--- src/rtl/tmr_pkg.sv ---
package tmr_pkg;
    typedef enum logic [1:0] {ST_IDLE, ST_RUN, ST_DRAIN} run_state_t;

    localparam int A_CTRL  = 0;
    localparam int A_LOAD  = 1;
    localparam int A_COUNT = 2;
    localparam int A_MATCH = 3;
    localparam int A_TRIG  = 4;
    localparam int A_STAT  = 5;
    localparam int A_IESET = 6;
    localparam int A_IECLR = 7;
    localparam int A_WAKE  = 8;

    localparam int B_START  = 0;
    localparam int B_AUTO   = 1;
    localparam int B_RAT_LO = 2;
    localparam int B_PRE    = 5;
    localparam int B_CMP    = 6;
    localparam int B_DEF    = 7;
    localparam int B_TRG_LO = 10;
    localparam int B_TGL    = 12;
endpackage

--- src/rtl/tmr_prescale.sv ---
module tmr_prescale #(
    parameter int RATIO_W = 3
) (
    input  logic               clk,
    input  logic               rst_n,
    input  logic               run_i,
    input  logic               en_i,
    input  logic [RATIO_W-1:0] ratio_i,
    output logic               tick_o
);
    localparam int PSC_W = 2 ** RATIO_W;

    logic [PSC_W-1:0] psc_q;
    logic [PSC_W-1:0] term;

    // terminal value 2^(n+1)-1: low n+1 bits set
    always_comb begin
        for (int i = 0; i < PSC_W; i++) begin
            term[i] = (i <= int'(ratio_i));
        end
    end

    assign tick_o = run_i && (!en_i || (psc_q == term));

    always_ff @(posedge clk or negedge rst_n) begin
        if (!rst_n) begin
            psc_q <= '0;
        end else if (!run_i || !en_i || psc_q == term) begin
            psc_q <= '0;
        end else begin
            psc_q <= psc_q + 1'b1;
        end
    end


    psc_step_chk: assert property (@(posedge clk) disable iff (!rst_n)
        (run_i && en_i && !tick_o) |=> (psc_q == $past(psc_q) + 1'b1));
endmodule

--- src/rtl/tmr_outgen.sv ---
module tmr_outgen (
    input  logic       clk,
    input  logic       rst_n,
    input  logic       ovf_evt_i,
    input  logic       cmp_evt_i,
    input  logic [1:0] trg_sel_i,
    input  logic       tgl_mode_i,
    input  logic       def_lvl_i,
    output logic       pwm_o
);
    logic trig_evt;
    logic pulse_q;
    logic tgl_q;

    always_comb begin
        unique case (trg_sel_i)
            2'b00:   trig_evt = 1'b0;
            2'b01:   trig_evt = ovf_evt_i;
            default: trig_evt = ovf_evt_i || cmp_evt_i;
        endcase
    end

    always_ff @(posedge clk or negedge rst_n) begin
        if (!rst_n) begin
            pulse_q <= 1'b0;
            tgl_q   <= 1'b0;
        end else begin
            pulse_q <= trig_evt && !tgl_mode_i;
            if (trig_evt && tgl_mode_i) begin
                tgl_q <= !tgl_q;
            end
        end
    end

    assign pwm_o = def_lvl_i ^ (tgl_mode_i ? tgl_q : pulse_q);


    pulse_once_chk: assert property (@(posedge clk) disable iff (!rst_n)
        (pulse_q && !trig_evt) |=> !pulse_q);
endmodule

--- src/rtl/dm_timer_core.sv ---
module dm_timer_core
    import tmr_pkg::*;
#(
    parameter int CNT_W    = 32,
    parameter int RATIO_W  = 3,
    parameter int STOP_LAT = 1,
    parameter int ADDR_W   = 4
) (
    input  logic              clk,
    input  logic              rst_n,
    input  logic              wr_en_i,
    input  logic [ADDR_W-1:0] wr_addr_i,
    input  logic [CNT_W-1:0]  wr_data_i,
    output logic [CNT_W-1:0]  count_o,
    output logic [1:0]        status_o,
    output logic              running_o,
    output logic              irq_o,
    output logic              wake_o,
    output logic              pwm_o
);
    localparam int DR_W = $clog2(STOP_LAT + 1);

    run_state_t state_q, state_d;
    logic [DR_W-1:0]    drain_q;
    logic [CNT_W-1:0]   cnt_q, load_q, match_q, cnt_step;
    logic               start_q, auto_q, pre_q, cmp_q, def_q, tgl_q;
    logic [RATIO_W-1:0] ratio_q;
    logic [1:0]         trg_q;
    logic [1:0]         stat_q, ien_q, wen_q, clr_mask;
    logic               tick, at_max, ovf, cmp_evt, ovf_stop;
    logic wr_ctl, wr_ld, wr_cnt, wr_mt, wr_trg, wr_stt, wr_ies, wr_iec, wr_wk;

    assign wr_ctl = wr_en_i && (wr_addr_i == ADDR_W'(A_CTRL));
    assign wr_ld  = wr_en_i && (wr_addr_i == ADDR_W'(A_LOAD));
    assign wr_cnt = wr_en_i && (wr_addr_i == ADDR_W'(A_COUNT));
    assign wr_mt  = wr_en_i && (wr_addr_i == ADDR_W'(A_MATCH));
    assign wr_trg = wr_en_i && (wr_addr_i == ADDR_W'(A_TRIG));
    assign wr_stt = wr_en_i && (wr_addr_i == ADDR_W'(A_STAT));
    assign wr_ies = wr_en_i && (wr_addr_i == ADDR_W'(A_IESET));
    assign wr_iec = wr_en_i && (wr_addr_i == ADDR_W'(A_IECLR));
    assign wr_wk  = wr_en_i && (wr_addr_i == ADDR_W'(A_WAKE));

    tmr_prescale #(.RATIO_W(RATIO_W)) u_psc (
        .clk     (clk),
        .rst_n   (rst_n),
        .run_i   (state_q != ST_IDLE),
        .en_i    (pre_q),
        .ratio_i (ratio_q),
        .tick_o  (tick)
    );

    assign at_max   = &cnt_q;
    assign ovf      = tick && at_max;
    assign ovf_stop = ovf && !auto_q;
    assign cnt_step = at_max ? (auto_q ? load_q : '0) : cnt_q + 1'b1;
    assign cmp_evt  = tick && cmp_q && (cnt_step == match_q);

    // state register
    always_ff @(posedge clk or negedge rst_n) begin
        if (!rst_n) begin
            state_q <= ST_IDLE;
            drain_q <= '0;
        end else begin
            state_q <= state_d;
            drain_q <= (state_q == ST_DRAIN) ? drain_q + 1'b1 : '0;
        end
    end

    // next state
    always_comb begin
        state_d = state_q;
        unique case (state_q)
            ST_IDLE:  if (start_q) state_d = ST_RUN;
            ST_RUN: begin
                if (ovf_stop)     state_d = ST_IDLE;
                else if (!start_q) state_d = ST_DRAIN;
            end
            ST_DRAIN: begin
                if (ovf_stop)     state_d = ST_IDLE;
                else if (start_q) state_d = ST_RUN;
                else if (drain_q == DR_W'(STOP_LAT - 1)) state_d = ST_IDLE;
            end
            default: state_d = ST_IDLE;
        endcase
    end

    // control and data registers
    always_ff @(posedge clk or negedge rst_n) begin
        if (!rst_n) begin
            start_q <= 1'b0; auto_q <= 1'b0; pre_q <= 1'b0; cmp_q <= 1'b0;
            def_q   <= 1'b0; tgl_q  <= 1'b0; ratio_q <= '0; trg_q <= '0;
            load_q  <= '0;   match_q <= '0;  cnt_q <= '0;
        end else begin
            if (wr_ctl) begin
                start_q <= wr_data_i[B_START];
                auto_q  <= wr_data_i[B_AUTO];
                ratio_q <= wr_data_i[B_RAT_LO +: RATIO_W];
                pre_q   <= wr_data_i[B_PRE];
                cmp_q   <= wr_data_i[B_CMP];
                def_q   <= wr_data_i[B_DEF];
                trg_q   <= wr_data_i[B_TRG_LO +: 2];
                tgl_q   <= wr_data_i[B_TGL];
            end else if (ovf_stop) begin
                start_q <= 1'b0;
            end
            if (wr_ld) load_q  <= wr_data_i;
            if (wr_mt) match_q <= wr_data_i;
            if (wr_cnt)      cnt_q <= wr_data_i;
            else if (wr_trg) cnt_q <= load_q;
            else if (tick)   cnt_q <= cnt_step;
        end
    end

    assign clr_mask = wr_stt ? wr_data_i[1:0] : 2'b00;

    // status and masks
    always_ff @(posedge clk or negedge rst_n) begin
        if (!rst_n) begin
            stat_q <= '0; ien_q <= '0; wen_q <= '0;
        end else begin
            stat_q <= (stat_q & ~clr_mask) | {ovf, cmp_evt};
            if (wr_ies)      ien_q <= ien_q | wr_data_i[1:0];
            else if (wr_iec) ien_q <= ien_q & ~wr_data_i[1:0];
            if (wr_wk) wen_q <= wr_data_i[1:0];
        end
    end

    tmr_outgen u_out (
        .clk        (clk),
        .rst_n      (rst_n),
        .ovf_evt_i  (ovf),
        .cmp_evt_i  (cmp_evt),
        .trg_sel_i  (trg_q),
        .tgl_mode_i (tgl_q),
        .def_lvl_i  (def_q),
        .pwm_o      (pwm_o)
    );

    assign count_o   = cnt_q;
    assign status_o  = stat_q;
    assign running_o = (state_q != ST_IDLE);
    assign irq_o     = |(stat_q & ien_q);
    assign wake_o    = |(stat_q & wen_q);


    count_step_chk: assert property (@(posedge clk) disable iff (!rst_n)
        (!wr_cnt && !wr_trg && !ovf) |=> (cnt_q == $past(cnt_q) || cnt_q == $past(cnt_q) + 1'b1));

    idle_hold_chk: assert property (@(posedge clk) disable iff (!rst_n)
        (state_q == ST_IDLE && !wr_cnt && !wr_trg) |=> $stable(cnt_q));

    drain_bound_chk: assert property (@(posedge clk) disable iff (!rst_n)
        (state_q == ST_DRAIN) |-> (int'(drain_q) < STOP_LAT));

    stat_w1c_chk: assert property (@(posedge clk) disable iff (!rst_n)
        $fell(stat_q[1]) |-> $past(wr_stt && wr_data_i[1]));

    irq_src_chk: assert property (@(posedge clk) disable iff (!rst_n)
        irq_o |-> (stat_q != 2'b00));
endmodule

--- config.mk ---
export PLATFORM = sky130hd
export DESIGN_NAME = dm_timer_core
export DESIGN_NICKNAME = d
export VERILOG_FILES = /design/src/rtl/tmr_pkg.sv /design/src/rtl/tmr_prescale.sv /design/src/rtl/tmr_outgen.sv /design/src/rtl/dm_timer_core.sv
export SDC_FILE = /design/constraint.sdc
export NUM_CORES = 1
export LEC_CHECK = 0
export ABC_CLOCK_PERIOD_IN_PS = 4420
export BUFFER_PORTS_ARGS = -buffer_cell sky130_fd_sc_hd__buf_2
export CAP_MARGIN = 0
export CORE_AREA = 5 5 132 147
export CTS_CLUSTER_SIZE = 24
export DETAILED_ROUTE_END_ITERATION = 8
export DIE_AREA = 0 0 137 152
export PLACE_DENSITY = 0.75
export REMOVE_ABC_BUFFERS = 1
export SYNTH_ARGS = -nofsm -noshare
export SYNTH_HDL_FRONTEND = slang
export SYNTH_SLANG_ARGS = --single-unit
--- constraint.sdc ---
create_clock -name clk -period 4.42 [get_ports clk]
set_input_delay 0.221 -clock clk [delete_from_list [all_inputs] [get_ports clk]]
set_output_delay 0.221 -clock clk [all_outputs]
set_load 0.01 [all_outputs]
==> results of run 1 <==
layer usage:
metal	vias up	wire, um	global-route usage	part of all wire
li1	3238	-	-	-
met1	3509	9910	0.324	0.40
met2	405	11300	0.361	0.46
met3	97	2050	0.0516	0.084
met4	0	1290	0.120	0.053
met5	-	0	0	0
critical path: stages, from the launching register on:
cell,delay (ps)
dfrtp_1,450
ha_1,270
nand3_1,320
or4_4,660
nor3_4,480
mux2i_1,350
xor2_1,200
nand4_1,170
a2111oi_4,400
a21oi_1,100
or3b_1,380
timing repair:
item,4_1_cts,5_1_grt
endpoints found under the hold margin,126,0
hold buffers,1,0
endpoints found under the setup margin,0,0
cell families after synthesis:
| logic type | Yosys count |
|---|---|
| xor+xnor | 51 |
| simple gates | 299 |
| mux | 84 |
| flops | 126 |
| fa+ha+maj | 3 |
| buf+inv | 75 |
| compound gates | 203 |
area by class of cell:
class / count / area (um2)
inverter: 24 / 90.1
clock inverter: 13 / 164
clock buffer: 19 / 453
fill: 1648 / 8800
sequential: 126 / 3150
timing repair buffer: 95 / 541
tap: 243 / 304
multi-input combinational: 640 / 4380
stage by stage:
stage	total power (uW)	cell area, um2	utilization	setup WS, ps
4_1_cts	5110	9090	0.508	542
5_1_grt	5410	9090	0.508	296
2_1_floorplan	2950	7620	-	645
6_report	5130	9090	0.508	502
3_3_place_gp	3600	8460	0.473	772
3_5_place_dp	3640	8460	0.473	550
final timing paths:
path                          startpoint     endpoint  slack, ps
setup / recovery              count_o[0]  u_out.tgl_q        500
hold / removal             wr_data_i[21]  match_q[21]         60
setup reg to reg              count_o[0]  u_out.tgl_q        500
hold reg to reg                  drain_q      drain_q        440
max in group asynchronous          rst_n  count_o[11]       3500
min in group asynchronous          rst_n   ratio_q[1]        470
cells in the final DEF (no fill, tap or decap), types with 10 or more instances in the layout:
| cell | n |
|---|---|
| a21oi_1 | 43 |
| a22oi_1 | 10 |
| a31oi_1 | 10 |
| and2_1 | 11 |
| buf_2 | 75 |
| buf_4 | 18 |
| clkbuf_16 | 17 |
| dfrtp_1 | 126 |
| inv_1 | 24 |
| mux2_2 | 77 |
| nand2_1 | 78 |
| nand3_1 | 32 |
| nand4_1 | 24 |
| nor2_1 | 63 |
| nor3_1 | 22 |
| o21ai_0 | 63 |
| xnor2_1 | 28 |
| xor2_1 | 23 |
power breakdown:
group	switching, uW	internal (uW)
combinational	948	755
sequential	513	1460
clock	539	916
total	2000	3130
registers in the layout, indices dropped and copies added, names as in the netlist, named ones only:
| name | flops |
|---|---|
| ratio_q | 3 |
| u_out.pulse_q | 1 |
| u_out.tgl_q | 1 |
| count_o | 32 |
| trg_q | 2 |
| load_q | 32 |
| pre_q | 1 |
| tgl_q | 1 |
| wen_q | 2 |
| state_q | 2 |
| drain_q | 1 |
| u_psc.psc_q | 8 |
| start_q | 1 |
| def_q | 1 |
| auto_q | 1 |
| match_q | 32 |
| cmp_q | 1 |
| status_o | 2 |
==> parameters.txt, run 1 <==
Parameter                              Value

Synth
  Most numerous cell in the Yosys netlist ... dfrtp_1
  Mapped Avg Cell Area ... 9.32 um2
  Yosys Warn Count ... 0
  Synth Register Bits ... 126
  Number of enable flip-flop cells after synthesis ... 0
  Top area cells in the synthesized netlist ... dfrtp_1 (40%), mux2_2 (11%), o21ai_0 (4.0%)
  Compound-gate portion of the synthesized area ... 0.176
  Biggest area consumer among synthesized cells ... dfrtp_1
  Number of instances in the synthesized netlist ... 841
  Number of unique standard cell types used by synthesis ... 85
  Share of synthesized flip-flops with an asynchronous set or reset ... 1.00
  Multiplexer share of the synthesized area ... 0.120
  Sequential cell area fraction in the yosys report ... 0.402
  Simple-gate portion of the synthesized area ... 0.201
  Dominant register cell in the synthesized netlist ... dfrtp_1
  Top-area cell type share of the netlist area ... 0.402
  Dominant combinational cell family by area after synthesis ... simple AND/OR/NAND/NOR gates
  Area share of fa/ha/maj cells after synthesis ... 0.00447
  Synth top cells by count ... dfrtp_1 (126), nand2_1 (78), mux2_2 (77)
  Cell area after technology mapping ... 0.00784 mm2
  Fraction of synthesized cell area in xor and xnor cells ... 0.0570

Timing
  Maximum achievable frequency ... 255 MHz
  Number of pins exceeding their max-slew limit in the final report ... 0
  Worst-case headroom to the max-slew limit ... 0.319
  Total negative slack for setup checks ... 0 ps
  # setup viols final ... 0
  Fraction of the cycle the final worst path needs ... 0.886
  Hold slack final ... 55.3 ps
  Measured slew at the worst slew-check pin ... 1020 ps
  Setup repair after global routing missed its margin ... no
  Min cycle time layout ... 3920 ps
  Total count of hold-check failures in the final report ... 0
  Clock skew ... 25.0 ps

GRT
  Largest net degree at the start of global routing ... 127
  Total GRT Usage ... 0.239
  Antenna violations before repair ... 0
  Global-route congestion overflow total ... 0
  Vias in the first global route ... 7014
  Global-route wire length before repair ... 39.0 mm

Pwr
  Worst vdd rail ir drop ... 0.321 mV
  Power density normalized to cell area ... 564 mW/mm2
  Leakage power total ... 0.00378 uW

Floorplan
  Vert. Die Dim ... 152 um
  Starting Density ... 0.438
  I/O pin total ... 77
  Die area ... 0.0208 mm2
  Core ar. ... 0.0179 mm2
  Standard-cell row count ... 52
  Chip Width ... 137 um

Clock network
  Buffer count from post-CTS setup fixing ... 0
  Clock tree buffer depth ... 2
  Root Buffer ... clkbuf_16
  Clock tree from TritonCTS ... built
  Clock transition at the registers of the reported paths ... 60 ps
  Skew-Pair Late Insertion Delay ... 430 ps
  Number of gates given a new drive strength after cts ... 0
  Number of buffers inserted during clock tree synthesis ... 17
  Clock H-tree levels ... 4
  Number of clock sinks seen by CTS ... 126

Placement
  Number of instances in the placed design ... 1127
  Post-detail-place hpwl ... 17.3 mm
  RD Place Congestion ... 1.01
  Count of input and output buffers ... 76

Route
  Detailed Route Iter0 Violations ... 819
  Post-route antenna net violation count ... 0
  Avg WL per Cell ... 21.2 um
  Remaining design rule violation count ... 0
  Number of detailed-route iterations in the first pass ... 7
  Total detailed-routing wirelength ... 24.6 mm
  Via count ... 7249
  Ratio of routed vias to standard cells ... 6.25

Setup path
  Kind of capture point of the worst setup path ... register
  Cell count of the worst reg-to-reg path ... 10
  Data required time at the worst endpoint ... 4730 ps
  Worst setup path category ... reg2reg
  Sort of element at the start of the critical path ... register
  Crit path DAT ... 4230 ps
  Top fanout value on the critical path ... 17

Hold path
  Class of the worst hold path ... in2reg
  Number of cells traversed by the worst hold path ... 2

Outcome
  Run status ... finished, final reports clean

Cells and area
  Total number of nets in the final design ... 945
  Antenna Cells ... 0
  Fraction of layout cells with a size suffix above 1 ... 0.249
  Area Overhead vs Synth ... 15.9%
  Cell Count, Final, Fillers Out ... 1160

Job
  Maxcap violations ... 0
Power figures use the tool's default switching activity.
==> run 2: changes to the inputs <==
--- a/config.mk
+++ b/config.mk
@@ -5,9 +5,9 @@
 export SDC_FILE = /design/constraint.sdc
 export NUM_CORES = 1
 export LEC_CHECK = 0
-export ABC_CLOCK_PERIOD_IN_PS = 4420
+export ABC_CLOCK_PERIOD_IN_PS = 5060
 export BUFFER_PORTS_ARGS = -buffer_cell sky130_fd_sc_hd__buf_2
-export CAP_MARGIN = 0
+export CAP_MARGIN = 10
 export CORE_AREA = 5 5 132 147
 export CTS_CLUSTER_SIZE = 24
 export DETAILED_ROUTE_END_ITERATION = 8
==> constraint.sdc (replaced) <==
create_clock -name clk -period 5.06 [get_ports clk]
set_input_delay 0.253 -clock clk [delete_from_list [all_inputs] [get_ports clk]]
set_output_delay 0.253 -clock clk [all_outputs]
set_load 0.01 [all_outputs]
==> parameters.txt, run 2 (synthesis gave the netlist of run 1 again) <==
Parameter                              Value

GRT
  Total GRT Usage ... 0.234
  Largest net degree at the start of global routing ... 82
  Global-route wire length before repair ... 38.5 mm
  Global-route congestion overflow total ... 0
  Antenna violations before repair ... 0
  Vias in the first global route ... 7003

Timing
  Fraction of the cycle the final worst path needs ... 0.784
  Worst-case headroom to the max-slew limit ... 0.297
  Maximum achievable frequency ... 252 MHz
  Setup WS post-layout ... 1090 ps
  Measured slew at the worst slew-check pin ... 1050 ps
  Min cycle time layout ... 3970 ps
  Number of pins exceeding their max-slew limit in the final report ... 0
  Total count of hold-check failures in the final report ... 9
  Setup repair after global routing missed its margin ... no
  # setup viols final ... 0
  Total negative slack for setup checks ... 0 ps
  Clock skew ... 12.7 ps
  Hold slack final ... -5.86 ps

Setup path
  Top delay family on crit path ... simple AND/OR/NAND/NOR gates
  Data required time at the worst endpoint ... 5360 ps
  Total buffers and inverters traversed by the critical path ... 0
  Slowest-stage cell, CP ... or4_4
  Worst flop-to-flop path startpoint ... count_o[0]
  Worst setup path category ... reg2reg
  Crit. Startpoint ... count_o[0]
  Crit path DAT ... 4270 ps
  Crit-path cells ... ha_1, nand3_1, or4_4, nor3_4, mux2i_1, xor2_1, nand4_1, a2111oi_4, a21oi_1, or3b_1
  Sort of element at the start of the critical path ... register
  Kind of capture point of the worst setup path ... register
  Top fanout value on the critical path ... 17
  Highest cell delay on the worst timing path ... 680 ps

Cells and area
  Area Overhead vs Synth ... 15.8%
  Filler Cell Count ... 1636
  Leading cell type in the layout, fill and taps excluded ... dfrtp_1
  Fraction of layout cells with a size suffix above 1 ... 0.243
  Leading cell types in the layout, fill and taps excluded ... dfrtp_1 (126), nand2_1 (78), mux2_2 (77), buf_2 (75)
  Final Util ... 0.507
  Antenna Cells ... 0
  Total number of nets in the final design ... 939

Pwr
  Leakage power total ... 0.00378 uW
  Seq pwr share ... 0.376
  Clock share of power ... 0.302
  Worst vdd rail ir drop ... 0.332 mV
  Part of the power in combinational logic ... 0.323
  Power density normalized to cell area ... 502 mW/mm2
  Internal cell power ... 2850 uW
  Switch share ... 0.374
  Reported net switching power ... 1710 uW
  Post-layout power ... 4560 uW

Placement
  Worst slack at placement ... 1180 ps
  Count of input and output buffers ... 76
  Post-detail-place hpwl ... 17.0 mm
  RD Place Congestion ... 1.01

Floorplan
  Chip Width ... 137 um
  Standard-cell row count ... 52
  Vert. Die Dim ... 152 um
  I/O pin total ... 77
  Die area ... 0.0208 mm2
  Core ar. ... 0.0179 mm2
  Starting Density ... 0.438

Clock network
  Clock transition at the registers of the reported paths ... 60 ps
  Clock tree from TritonCTS ... built
  Clock tree buffer depth ... 2
  Skew-Pair Late Insertion Delay ... 420 ps
  Root Buffer ... clkbuf_16
  Number of gates given a new drive strength after cts ... 0
  Hold-fix buffer count after cts ... 0
  Number of clock sinks seen by CTS ... 126
  Clock H-tree levels ... 4
  Buffer count from post-CTS setup fixing ... 0
  Number of buffers inserted during clock tree synthesis ... 17

Route
  Number of detailed-route iterations in the first pass ... 5
  Remaining design rule violation count ... 0
  Detailed Route Iter0 Violations ... 938
  Total detailed-routing wirelength ... 24.0 mm
  Ratio of routed vias to standard cells ... 6.25
  Post-route antenna net violation count ... 0
  Via count ... 7217
  Avg WL per Cell ... 20.8 um

Job
  Maxcap violations ... 0

Outcome
  Failing checks ... negative hold slack
  Run status ... finished with violations

Hold path
  Class of the worst hold path ... in2async
[run 2: final timing paths]
| check | end | slack (ps) | cells after the start |
|---|---|---|---|
| worst max-delay path | u_out.tgl_q | 1090 | 10 |
| worst min-delay path | match_q[29] | -6 | 1 |
| worst max register to register | u_out.tgl_q | 1090 | 10 |
| worst min register to register | drain_q | 440 | 1 |
| max in group asynchronous | match_q[21] | 3920 | 2 |
| min in group clk | load_q[18] | 90 | 2 |
[run 2: layer usage]
| layer | global-route usage | part of all wire | routed length (um) | vias to the layer above |
|---|---|---|---|---|
| met1 | 0.318 | 0.41 | 9800 | 3536 |
| li1 | - | - | - | 3230 |
| met2 | 0.355 | 0.46 | 11200 | 372 |
| met3 | 0.0569 | 0.086 | 2060 | 79 |
| met4 | 0.0998 | 0.042 | 1010 | 0 |
| met5 | 0 | 0 | 0 | - |
[run 2: power by group through the flow]
stage / combinational, uW / clock (uW) / sequential (uW)
final: 1470 / 1380 / 1710
after global routing: 1620 / 1430 / 1760
after CTS: 1460 / 1400 / 1690
after detailed placement: 1450 / 0 / 1710
after global placement: 1430 / 0 / 1690
after floorplan: 942 / 0 / 1640
[run 2: through the flow]
step | instance area [um2] | std cells
3_3_place_gp | 8410 | 1122
2_1_floorplan | 7620 | 790
6_report | 9080 | 1154
5_1_grt | 9080 | 1154
3_5_place_dp | 8410 | 1122
4_1_cts | 9080 | 1154
[run 2: cell type report]
class	count	area, um2	share of cell area
clock buffer	23	488	0.0537
clock inverter	9	180	0.0198
inverter	24	90.1	0.00992
multi-input combinational	640	4380	0.483
sequential	126	3150	0.347
tap	243	304	0.0335
timing repair buffer	89	480	0.0529
[run 2: worst reg2reg max path: stages (launching register included)]
cell and delay [ps]:
dfrtp_1 440, ha_1 260, nand3_1 330, or4_4 680
nor3_4 530, mux2i_1 320, xor2_1 210, nand4_1 180
a2111oi_4 420, a21oi_1 110, or3b_1 380
